==> config.mk <==
export PLATFORM = sky130hd
export DESIGN_NAME = cos_detector
export DESIGN_NICKNAME = d
export VERILOG_FILES = /design/src/rtl/cosd_pkg.sv /design/src/rtl/cosd_bank.sv /design/src/rtl/cosd_irq_out.sv /design/src/rtl/cos_detector.sv
export SDC_FILE = /design/constraint.sdc
export NUM_CORES = 1
export LEC_CHECK = 0
export BUFFER_PORTS_ARGS = -buffer_cell sky130_fd_sc_hd__buf_2
export CORE_UTILIZATION = 25
export CTS_BUF_LIST = sky130_fd_sc_hd__clkbuf_8
export DETAILED_ROUTE_END_ITERATION = 16
export SLEW_MARGIN = 10
export SYNTH_ARGS = -nofsm -noshare
export SYNTH_HDL_FRONTEND = slang
export SYNTH_SLANG_ARGS = --single-unit
==> constraint.sdc <==
create_clock -name clk -period 1.8 [get_ports clk]
set_clock_uncertainty 0.15 [all_clocks]
set_input_delay 0 -clock clk [delete_from_list [all_inputs] [get_ports clk]]
set_output_delay 0 -clock clk [all_outputs]
set_load 0.005 [all_outputs]
==> src/rtl/cosd_pkg.sv <==
package cosd_pkg;
   // Selects how the interrupt output is produced from the status word
   typedef enum bit {
      IRQ_COMB = 1'b0,
      IRQ_REG  = 1'b1
   } irq_style_e;
endpackage

==> src/rtl/cosd_bank.sv <==
module cosd_bank #(
   parameter int W = 8
) (
   input  logic         clk,
   input  logic         rst_n,
   input  logic         primed,
   input  logic         rise_en,
   input  logic         fall_en,
   input  logic [W-1:0] din,
   input  logic [W-1:0] clr_mask,
   output logic [W-1:0] status,
   output logic [W-1:0] hit_o
);
   logic [W-1:0] prev_q;
   logic [W-1:0] stat_q;
   logic [W-1:0] rise;
   logic [W-1:0] fall;
   logic [W-1:0] hit;

   always_comb begin
      rise = din & ~prev_q;
      fall = ~din & prev_q;
      if (primed)
         hit = (rise & {W{rise_en}}) | (fall & {W{fall_en}});
      else
         hit = '0;
   end

   // reference copy follows the inputs every cycle, so the first
   // post-reset cycle loads it without reporting edges
   always_ff @(posedge clk or negedge rst_n) begin
      if (!rst_n) begin
         prev_q <= '0;
         stat_q <= '0;
      end else begin
         prev_q <= din;
         stat_q <= (stat_q & ~clr_mask) | hit;
      end
   end

   assign status = stat_q;
   assign hit_o  = hit;


   clear_takes_chk: assert property (@(posedge clk) disable iff (!rst_n)
      1'b1 |=> ((stat_q & $past(clr_mask & ~hit)) == '0));


   sticky_hold_chk: assert property (@(posedge clk) disable iff (!rst_n)
      1'b1 |=> ((stat_q & $past(stat_q & ~clr_mask)) == $past(stat_q & ~clr_mask)));


   no_spurious_chk: assert property (@(posedge clk) disable iff (!rst_n)
      1'b1 |=> ((stat_q & ~$past(stat_q) & ~$past(hit)) == '0));


   set_wins_chk: assert property (@(posedge clk) disable iff (!rst_n)
      1'b1 |=> ((stat_q & $past(hit)) == $past(hit)));
endmodule

==> src/rtl/cosd_irq_out.sv <==
module cosd_irq_out
   import cosd_pkg::*;
#(
   parameter int         W     = 32,
   parameter irq_style_e STYLE = IRQ_COMB
) (
   input  logic         clk,
   input  logic         rst_n,
   input  logic [W-1:0] status,
   output logic         irq
);
   generate
      if (STYLE == IRQ_COMB) begin : g_comb
         assign irq = |status;
      end else begin : g_reg
         logic irq_q;
         always_ff @(posedge clk or negedge rst_n) begin
            if (!rst_n) irq_q <= 1'b0;
            else        irq_q <= |status;
         end
         assign irq = irq_q;
      end
   endgenerate
endmodule

==> src/rtl/cos_detector.sv <==
module cos_detector
   import cosd_pkg::*;
#(
   parameter int         NUM_BANKS = 4,
   parameter int         BANK_W    = 8,
   parameter irq_style_e IRQ_STYLE = IRQ_COMB,
   localparam int        STAT_W    = NUM_BANKS * BANK_W,
   localparam int        EN_W      = 2 * NUM_BANKS
) (
   input  logic              clk,
   input  logic              rst_n,
   input  logic [STAT_W-1:0] sync_in,
   input  logic [EN_W-1:0]   edge_en,
   input  logic [NUM_BANKS-1:0] clr_lane,
   input  logic [STAT_W-1:0] clr_data,
   output logic [STAT_W-1:0] cos_status,
   output logic              irq
);
   generate
      if (NUM_BANKS < 1 || BANK_W < 1) begin : g_bad_cfg
         $error("cos_detector: NUM_BANKS and BANK_W must be at least 1");
      end
   endgenerate

   logic              primed_q;
   logic [STAT_W-1:0] hit_all;

   always_ff @(posedge clk or negedge rst_n) begin
      if (!rst_n) primed_q <= 1'b0;
      else        primed_q <= 1'b1;
   end

   genvar b;
   generate
      for (b = 0; b < NUM_BANKS; b++) begin : g_bank
         logic [BANK_W-1:0] lane_mask;
         assign lane_mask = {BANK_W{clr_lane[b]}} & clr_data[b*BANK_W +: BANK_W];

         cosd_bank #(.W(BANK_W)) u_bank (
            .clk      (clk),
            .rst_n    (rst_n),
            .primed   (primed_q),
            .rise_en  (edge_en[b]),
            .fall_en  (edge_en[b+NUM_BANKS]),
            .din      (sync_in[b*BANK_W +: BANK_W]),
            .clr_mask (lane_mask),
            .status   (cos_status[b*BANK_W +: BANK_W]),
            .hit_o    (hit_all[b*BANK_W +: BANK_W])
         );
      end
   endgenerate

   cosd_irq_out #(.W(STAT_W), .STYLE(IRQ_STYLE)) u_irq (
      .clk    (clk),
      .rst_n  (rst_n),
      .status (cos_status),
      .irq    (irq)
   );


   prime_quiet_chk: assert property (@(posedge clk) disable iff (!rst_n)
      !primed_q |=> (cos_status == '0));

   generate
      if (IRQ_STYLE == IRQ_COMB) begin : g_irq_chk

         irq_rise_chk: assert property (@(posedge clk) disable iff (!rst_n)
            $rose(irq) |-> $past(|hit_all));

         irq_fall_chk: assert property (@(posedge clk) disable iff (!rst_n)
            $fell(irq) |-> $past(|clr_lane));
      end
   endgenerate
endmodule

==> out/metrics.cfg, run 1 <==
[clocking]
cts_tree=yes
htreeDepth=3
cts_root_buf=clkbuf_8
clk_latency_ns=0.33
cts_buffer_depth=2
cts_made_buffers=9
numClockSinks=65
path_clk_slew_ns=0.07

[logic_synthesis]
synthesis.instances=252
synth_top_area_share_pct=60.5
ys_seq_elements=65
synth_seq_area_share_pct=60.5
yosys.area.top_type=dfrtp_1
synthesis.area_sq_um=2690
synth.distinct_cells=13
syn_nets=330
ys.warnings.count=0
synthTopCellsByArea=dfrtp_1, a22o_1, nand2_1
synth_area_per_cell_sq_um=10.7

[routing]
firstDrtPassIters=4
ant_nets=0
avgViaCountPerCell=4.52
wl_mm=8.55
vias=2726
drc_errors=0
routedWlPerCell_microns=14.2
initialDrtViolationCount=120

[setup_path]
cp-end-kind=primary output
critPathArrivalTime_ns=1.67
required_ns=1.65
critPathLaunchType=register
critPathKind=register to primary output
crit_fanout=2

[pwr]
pwr-share-clk_pct=30.8
p_sw_mw=0.949
p_comb_share_pct=20.5
internal-power_mw=2.59
peakVddDrop_v=0.000400
seq_power_share_pct=48.6
power_mw=3.54
netSwitchingFraction_pct=26.8
p_per_area_nw_per_um2=771
power_leakage_nw=2.14

[global_routing]
grt_antenna_before_repair=0
grt.met1_usage_pct=19.6
grt_pass1_wl_mm=13.7
grt.met3_usage_pct=3.34
met2_usage_pct=27.1
grt_max_degree=66
grt_pass1_vias=2824
gr-max-usage-layer=met2
grt-ovfl-total=0
grt_use_total_pct=15.8

[placed_design]
portBuffers=110
gp_congestion=0.729
dp_hpwl_mm=5.50

[status]
status=finished, violations left
violations=negative setup slack

[sta]
setup_viol=1
rsz0062_at_grt=true
layout_setup_ws_ns=-0.0194
fin_crit_ns=1.82
drv_slew=0
fmax_mhz=550
hold_violations=0
period_share_pct=101
hold_slack_ns=0.0205

[floorplan]
rows=37
start_util_pct=25.9
dieWidth_microns=106
ios=111
coreArea_sq_um=10400
die_area_sq_um=11200
die_y_microns=106

[cells_and_area]
antenna_cells=0
nets=540
synthToLayoutAreaGrowth_pct=70.8
drive_gt1_share_pct=29.1
nFillCells=996

[flow_run]
max-cap-violations=0

[worst_hold_path]
worst_hold_path_type=primary input to register

[Yosys cell counts]
library cell / instances
o21ai_1: 22
a22o_1: 32
dfrtp_1: 65
nor4_2: 1
nand3b_1: 28
conb_1: 1
o22ai_1: 7
buf_2: 11
nor4_1: 7
nand4_1: 2
or2_1: 1
buf_1: 4
nand2_1: 71
[metrics by stage]
step | utilization [%] | setup TNS (ns) | setup slack (ns) | cell area [sq um] | std cells
after global routing | 44.3 | -0.125 | -0.125 | 4590 | 603
after detailed placement | 32.6 | 0 | 0.168 | 3380 | 487
final | 44.3 | -0.0194 | -0.0194 | 4590 | 603
after floorplan | - | 0 | 0.670 | 2690 | 252
after global placement | 32.6 | 0 | 0.107 | 3380 | 487
after CTS | 43.9 | -0.117 | -0.117 | 4550 | 601
[cells by family after synthesis]
| kind of cell | share of synthesized area (%) |
|---|---|
| buffers and inverters | 2.61 |
| AOI/OAI and AO/OA | 16.2 |
| DFF | 60.5 |
| and+or+nand+nor | 20.5 |
| other | 0.140 |
[registers in the layout, indices dropped and copies added (netlist names)]
register	count
primed_q	1
g_bank.u_bank.prev_q	32
g_bank.u_bank.status	32
[per-layer routing]
layer / wire length, microns / up-vias
met5: 0 / -
met4: 133 / 0
met3: 374 / 14
met2: 4200 / 88
met1: 3840 / 1308
li1: - / 1316
[layout by cell type (no fill, tap or decap), drive strengths merged]
cell type / n
nor4: 8
o21ai: 22
o22ai: 7
nand4: 2
dfrtp: 65
buf: 117
clkbuf: 11
conb: 1
clkinv: 3
or2: 1
nand2: 71
dlygate4sd3: 97
a22o: 32
nand3b: 28
inv: 2
[path summary, 6_finish.rpt]
check	start	endpoint	slack, ns	depth (start not counted)
hold reg to reg	g_bank[1].u_bank.status[1]	g_bank[1].u_bank.status[1]	0.37	1
setup / recovery	g_bank[1].u_bank.status[5]	irq	-0.02	5
min in group asynchronous	rst_n	g_bank[1].u_bank.prev_q[6]	0.06	3
max in group asynchronous	rst_n	g_bank[3].u_bank.prev_q[0]	1.14	3
setup reg to reg	primed_q	g_bank[2].u_bank.status[0]	0.73	2
hold / removal	edge_en[4]	g_bank[0].u_bank.status[6]	0.02	4
[what timing repair did]
action                                 in CTS  in global routing
hold buffers                               97                  0
resized for setup                           3                  3
pin swaps                                   2                  2
setup buffers                               1                  2
setup endpoints to repair                   1                  1
endpoints found under the hold margin     129                  0
[power groups by stage]
stage                     sequential, mW  combinational [mW]  clock (mW)
final                               1.72               0.726        1.09
after global routing                1.74               0.796        1.21
after CTS                           1.71               0.711        1.15
after detailed placement            1.73               0.539           0
after global placement              1.72               0.542           0
after floorplan                     1.73               0.222           0
[worst max-delay path: stages (launching register included)]
cell	delay, ns
dfrtp_1	0.41
nor4_4	0.29
buf_4	0.15
nand4_1	0.10
or2_1	0.26
buf_2	0.14
[cell type report]
class	instances	area (sq um)	share of cell area (%)
repair buffers	214	1590	34.6
flip-flops and latches	65	1630	35.4
well taps	136	170	3.71
multi-input cells	172	1030	22.5
clock inverters	5	22.5	0.491
clock buffers	11	151	3.30
(Power assumes the default switching activity.)
==> inputs of run 2 (changes only) <==
--- a/config.mk
+++ b/config.mk
@@ -6,7 +6,7 @@
 export NUM_CORES = 1
 export LEC_CHECK = 0
 export BUFFER_PORTS_ARGS = -buffer_cell sky130_fd_sc_hd__buf_2
-export CORE_UTILIZATION = 25
+export CORE_UTILIZATION = 24
 export CTS_BUF_LIST = sky130_fd_sc_hd__clkbuf_8
 export DETAILED_ROUTE_END_ITERATION = 16
 export SLEW_MARGIN = 10
==> out/metrics.cfg, run 2 (synthesized netlist as in run 1, its figures left out) <==
[pwr]
p_sw_mw=0.958  ; +0.91%
p_per_area_nw_per_um2=772  ; about the same
power_leakage_nw=2.14  ; about the same
internal-power_mw=2.58  ; -0.38%
pwr-share-clk_pct=31.4  ; +0.6 points
netSwitchingFraction_pct=27.1  ; +0.25 points
p_comb_share_pct=20.2  ; -0.3 points
peakVddDrop_v=0.000315  ; -21%
seq_power_share_pct=48.4  ; -0.2 points
power_mw=3.54  ; about the same

[sta]
hold_violations=0  ; unchanged
layout_setup_ws_ns=-0.0141  ; +0.00533 ns
period_share_pct=101  ; -0.30 points
setup_viol=1  ; unchanged
fmax_mhz=551  ; +0.29%
fin_crit_ns=1.81  ; -0.00533 ns
drv_slew=0  ; unchanged
rsz0062_at_grt=true
hold_slack_ns=0.0129  ; -0.00762 ns
setup-tns-final_ns=-0.0141  ; +0.00533 ns

[floorplan]
rows=38  ; +2.7%
dieWidth_microns=108  ; +2.0%
die_y_microns=108  ; +2.0%
start_util_pct=24.7  ; -1.2 points
die_area_sq_um=11600  ; +4.1%
coreArea_sq_um=10900  ; +5.0%
ios=111  ; unchanged

[clocking]
cts_root_buf=clkbuf_8
clk_latency_ns=0.34  ; about the same
cts_buffer_depth=2  ; unchanged
cts_tree=yes
htreeDepth=3  ; unchanged
numClockSinks=65  ; unchanged
cts_made_buffers=9  ; unchanged
path_clk_slew_ns=0.07  ; about the same

[cells_and_area]
instances_no_fill=607  ; +0.66%
final_common_cell=buf_2
nets=540  ; unchanged
antenna_cells=0  ; unchanged
synthToLayoutAreaGrowth_pct=70.7
drive_gt1_share_pct=28.1  ; -1.1 points
nFillCells=1030  ; +3.4%
layout_common_cells=buf_2, dlygate4sd3_1, nand2_1

[flow_run]
max-cap-violations=0  ; unchanged

[setup_path]
r2r_start=g_bank[1].u_bank.prev_q[6]
critical_path.endpoint=irq
ff2ff_path_depth=4  ; +2
critPathKind=register to primary output
required_ns=1.65  ; about the same
cp_slowest_stage_delay_ns=0.40  ; about the same
r2r-end=g_bank[1].u_bank.status[6]
crit_chain=nor4_2, buf_4, nand4_1, or2_1, buf_2
critPathLaunchType=register
slowest_stage=dfrtp_1
crit_fanout=2  ; unchanged
critPathArrivalTime_ns=1.66  ; about the same
startpoint=g_bank[0].u_bank.status[5]
cp-end-kind=primary output
rrSetupSlack_ns=0.27  ; -0.46 ns

[status]
status=finished, violations left
violations=negative setup slack

[global_routing]
grt_use_total_pct=15.6  ; -0.15 points
grt_max_degree=66  ; unchanged
grt_pass1_vias=2868  ; +1.6%
grt_pass1_wl_mm=13.8  ; +0.30%
grt-ovfl-total=0  ; unchanged
grt_antenna_before_repair=0  ; unchanged

[worst_hold_path]
worst_hold_path_type=primary input to register

[routing]
firstDrtPassIters=4  ; unchanged
avgViaCountPerCell=4.51  ; -0.19%
ant_nets=0  ; unchanged
wl_mm=8.68  ; +1.5%
vias=2739  ; +0.48%
drc_errors=0  ; unchanged
initialDrtViolationCount=124  ; +3.3%
routedWlPerCell_microns=14.3  ; +0.85%

[placed_design]
gp_congestion=0.736  ; +1.0%
dp_hpwl_mm=5.67  ; +3.2%
pre_cts_slack_ns=0.223  ; +0.0552 ns
dp.cells=490  ; +0.62%
portBuffers=110  ; unchanged

==> run 2: metrics by stage <==
step	instance area (sq um)	utilization, %
floorplan	2690	-
global placement	3390	31.1
detailed placement	3390	31.1
CTS	4580	42.1
global route	4580	42.1
finish	4580	42.1
==> run 2: critical path: cells and delay by family, from the launching register on <==
| kind | cells | cell delay, ns |
|---|---|---|
| simple gates | 3 | 0.64 |
| flops | 1 | 0.40 |
| buf+inv | 2 | 0.29 |
==> run 2: worst min path at each step <==
stage | startpoint | cells after the start | slack (ns) | to
after global routing | edge_en[4] | 4 | 0.04 | g_bank[0].u_bank.status[6]
after global placement | rst_n | 2 | -0.11 | g_bank[3].u_bank.status[4]
after detailed placement | rst_n | 2 | -0.11 | g_bank[3].u_bank.status[4]
after CTS | edge_en[7] | 4 | 0.003 | g_bank[3].u_bank.status[6]
final | edge_en[7] | 4 | 0.01 | g_bank[3].u_bank.status[6]
after floorplan | rst_n | 0 | -0.45 | g_bank[0].u_bank.prev_q[0]
==> run 2: timing repair <==
action,in CTS,in global routing
endpoints found under the hold margin,129,0
pin swaps,1,0
setup buffers,1,0
gates resized for setup,2,0
hold buffers,100,0
endpoints found under the setup margin,1,1
==> run 2: area by class of cell <==
| type | count | area, sq um | area share, % |
|---|---|---|---|
| clock buffer | 11 | 151 | 3.30 |
| multi-input combinational | 172 | 1000 | 21.9 |
| clock inverter | 5 | 22.5 | 0.491 |
| tap | 140 | 175 | 3.82 |
| timing repair buffer | 214 | 1610 | 35.0 |
| sequential | 65 | 1630 | 35.5 |
==> run 2: power groups by stage <==
stage / Sequential (mW) / Combinational (mW) / Clock, mW
2_1_floorplan: 1.73 / 0.222 / 0
3_3_place_gp: 1.72 / 0.536 / 0
3_5_place_dp: 1.74 / 0.536 / 0
4_1_cts: 1.71 / 0.715 / 1.15
5_1_grt: 1.74 / 0.780 / 1.22
6_report: 1.71 / 0.714 / 1.11
==> run 2: per-layer routing <==
metal	track usage (%)	vias to the layer above	wire, microns
met2	26.6	74	4320
met3	3.81	19	371
met5	0	-	0
li1	-	1324	-
met4	7.14	0	193
met1	18.6	1322	3800
==> inputs of run 3 (changes only) <==
--- a/config.mk
+++ b/config.mk
@@ -6,6 +6,7 @@
 export NUM_CORES = 1
 export LEC_CHECK = 0
 export BUFFER_PORTS_ARGS = -buffer_cell sky130_fd_sc_hd__buf_2
+export CORE_MARGIN = 2
 export CORE_UTILIZATION = 24
 export CTS_BUF_LIST = sky130_fd_sc_hd__clkbuf_8
 export DETAILED_ROUTE_END_ITERATION = 16
==> constraint.sdc (replaced) <==
create_clock -name clk -period 2.09 [get_ports clk]
set_clock_uncertainty 0.15 [all_clocks]
set_input_delay 0 -clock clk [delete_from_list [all_inputs] [get_ports clk]]
set_output_delay 0 -clock clk [all_outputs]
set_load 0.005 [all_outputs]
==> out/metrics.cfg, run 3 <==
[clocking]
holdBufCountCts=101  ; +1.0%
cts_root_buf=clkbuf_8
htreeDepth=3  ; unchanged
cts_made_buffers=9  ; unchanged
numClockSinks=65  ; unchanged
cts_buffer_depth=2  ; unchanged
ctsResizeCount=1  ; -1
post_cts_buffers=0  ; -1

[placed_design]
dpl_cell_area_sq_um=3360  ; -0.81%
gp_congestion=0.745  ; +1.2%
dp_hpwl_mm=5.60  ; -1.4%
portBuffers=110  ; unchanged
dp.cells=488  ; -0.41%

[logic_synthesis]
synth_edf_count=0  ; unchanged
syn_nets=330  ; unchanged
async_flop_share_pct=100  ; unchanged
synthesis.area_sq_um=2690  ; unchanged
synth_seq_area_share_pct=60.5  ; unchanged
ys_seq_elements=65  ; unchanged
synthesis.instances=252  ; unchanged
synthTopCellsByArea=dfrtp_1, a22o_1, nand2_1
synthFlopType=dfrtp_1
synth_top_area_share_pct=60.5  ; unchanged
ys.warnings.count=0  ; unchanged
yosys.area.top_type=dfrtp_1
synth_area_per_cell_sq_um=10.7  ; unchanged
synth.distinct_cells=13  ; unchanged
yosysMostFrequentCell=nand2_1
synth_common_cells=nand2_1, dfrtp_1, a22o_1

[floorplan]
ios=111  ; unchanged
rows=38  ; unchanged
die_y_microns=110  ; +1.9%
dieWidth_microns=110  ; +1.9%
start_util_pct=24.7  ; unchanged

[status]
status=stopped before the end
error=[ERROR RSZ-0060] Max buffer count reached.
failing_step=clock tree synthesis (4_1_cts)

## run 3: through the flow
stage          setup WS (ns)  hold WS (ns)
2_1_floorplan          0.960        -0.446
3_3_place_gp           0.324        -0.106
3_5_place_dp           0.350       -0.0918
## run 3: logic make-up after synthesis
kind of cell           synth area share, %
buffers and inverters                 2.61
AND/OR/NAND/NOR                       20.5
AO/OA/AOI/OAI                         16.2
other                                0.140
flip-flops                            60.5
==> inputs of run 4 (changes only) <==
--- a/config.mk
+++ b/config.mk
@@ -7,9 +7,9 @@
 export LEC_CHECK = 0
 export BUFFER_PORTS_ARGS = -buffer_cell sky130_fd_sc_hd__buf_2
 export CORE_MARGIN = 2
-export CORE_UTILIZATION = 24
-export CTS_BUF_LIST = sky130_fd_sc_hd__clkbuf_8
+export CORE_UTILIZATION = 20
 export DETAILED_ROUTE_END_ITERATION = 16
+export PLACE_DENSITY_LB_ADDON = 0.15
 export SLEW_MARGIN = 10
 export SYNTH_ARGS = -nofsm -noshare
 export SYNTH_HDL_FRONTEND = slang
==> out/metrics.cfg, run 4 (synthesized netlist as in run 1, its figures left out) <==
[setup_path]
r2r-end=g_bank[2].u_bank.status[1]
critPathArrivalTime_ns=1.71
ff2ff_path_depth=2
cp-end-kind=primary output
rrSetupSlack_ns=0.60
r2r_start=primed_q
critPathLaunchType=register
required_ns=1.94
critPathKind=register to primary output
crit_fanout=3

[routing]
avgViaCountPerCell=4.21
initialDrtViolationCount=100
routedWlPerCell_microns=14.2
drc_errors=0
wl_mm=9.05
vias=2679
ant_nets=0
firstDrtPassIters=4

[floorplan]
die_y_microns=120  ; +9.2%
start_util_pct=20.4  ; -4.3 points
rows=42  ; +11%
coreArea_sq_um=13200
ios=111  ; unchanged
die_area_sq_um=14400
dieWidth_microns=120  ; +9.2%

[status]
status=completed

[sta]
period_share_pct=89.2
setup_viol=0
worst_pin_slew_ns=0.888
setup-tns-final_ns=0
hold_violations=0
slew_headroom_pct=40.8
drv_slew=0
rsz0062_at_grt=false
fin_crit_ns=1.86
fmax_mhz=536

[global_routing]
grt_pass1_vias=2863
grt_max_degree=66
grt_use_total_pct=13.4
grt_antenna_before_repair=0
grt-ovfl-total=0
grt_pass1_wl_mm=14.8

[clocking]
cts_tree=yes
post_cts_buffers=0  ; unchanged
htreeDepth=3  ; unchanged
cts_buffer_depth=2  ; unchanged
numClockSinks=65  ; unchanged
clk_latency_ns=0.32
cts_root_buf=clkbuf_16
cts_made_buffers=9  ; unchanged
path_clk_slew_ns=0.05

[cells_and_area]
nets=534
layout_common_cells=buf_2, dlygate4sd3_1, nand2_1
synthToLayoutAreaGrowth_pct=74.0
final_util_pct=35.4
final_common_cell=buf_2
drive_gt1_share_pct=28.0
antenna_cells=0
final_area_sq_um=4670

[placed_design]
dpl_cell_area_sq_um=3400  ; +1.0%
gp_congestion=0.697  ; -6.4%
portBuffers=110  ; unchanged
dp_hpwl_mm=5.97  ; +6.7%

[worst_hold_path]
worst_hold_path_type=primary input to register
hold_start=edge_en[4]
hold_depth=4
whs_endpoint=g_bank[0].u_bank.status[6]

[pwr]
power_mw=3.53
peakVddDrop_v=0.000267
power_leakage_nw=2.15
p_per_area_nw_per_um2=756

[flow_run]
max-cap-violations=0

[run 4: worst max-delay path by stage]
stage / to / startpoint / slack (ns)
global placement: irq / g_bank[2].u_bank.status[4] / 0.21
finish: irq / g_bank[3].u_bank.status[1] / 0.23
detailed placement: irq / g_bank[2].u_bank.status[5] / 0.31
global route: irq / g_bank[3].u_bank.status[1] / 0.06
floorplan: irq / g_bank[3].u_bank.status[1] / 0.96
CTS: irq / g_bank[0].u_bank.status[2] / 0.10
[run 4: critical path: stages (launching register included)]
cell     delay, ns
dfrtp_1       0.39
nor4_1        0.50
nand4_1       0.14
or2_1         0.23
buf_2         0.13
[run 4: layout make-up]
cell class	count	area, sq um
clock buffers	14	284
clock inverters	2	10.0
fillers	1374	8520
multi-input cells	172	1000
flip-flops and latches	65	1630
well taps	176	220
repair buffers	208	1530
[run 4: per-layer routing]
metal / vias up / global-route usage (%) / part of all wire, %
met5: - / 0 / 0
met4: 0 / 5.44 / 1.4
met3: 10 / 3.23 / 5.1
met2: 73 / 21.7 / 47
met1: 1276 / 17.2 / 46
li1: 1320 / - / -
[run 4: repair_timing]
item,in CTS,in global routing
hold buffers,97,0
resized for setup,1,1
endpoints found under the setup margin,1,1
hold endpoints to repair,129,0
[run 4: power by group]
group | total [mW] | switching (mW) | internal (mW)
Combinational | 0.589 | 0.244 | 0.345
Clock | 1.47 | 0.537 | 0.929
Sequential | 1.48 | 0.0994 | 1.38
[run 4: per-stage QoR]
stage | setup slack (ns) | instances | hold WS [ns]
after floorplan | 0.960 | 252 | -0.446
after global placement | 0.207 | 524 | -0.0179
after detailed placement | 0.306 | 524 | -0.0125
after CTS | 0.103 | 637 | 0.0107
after global routing | 0.0564 | 637 | 0.0427
final | 0.226 | 637 | 0.0150
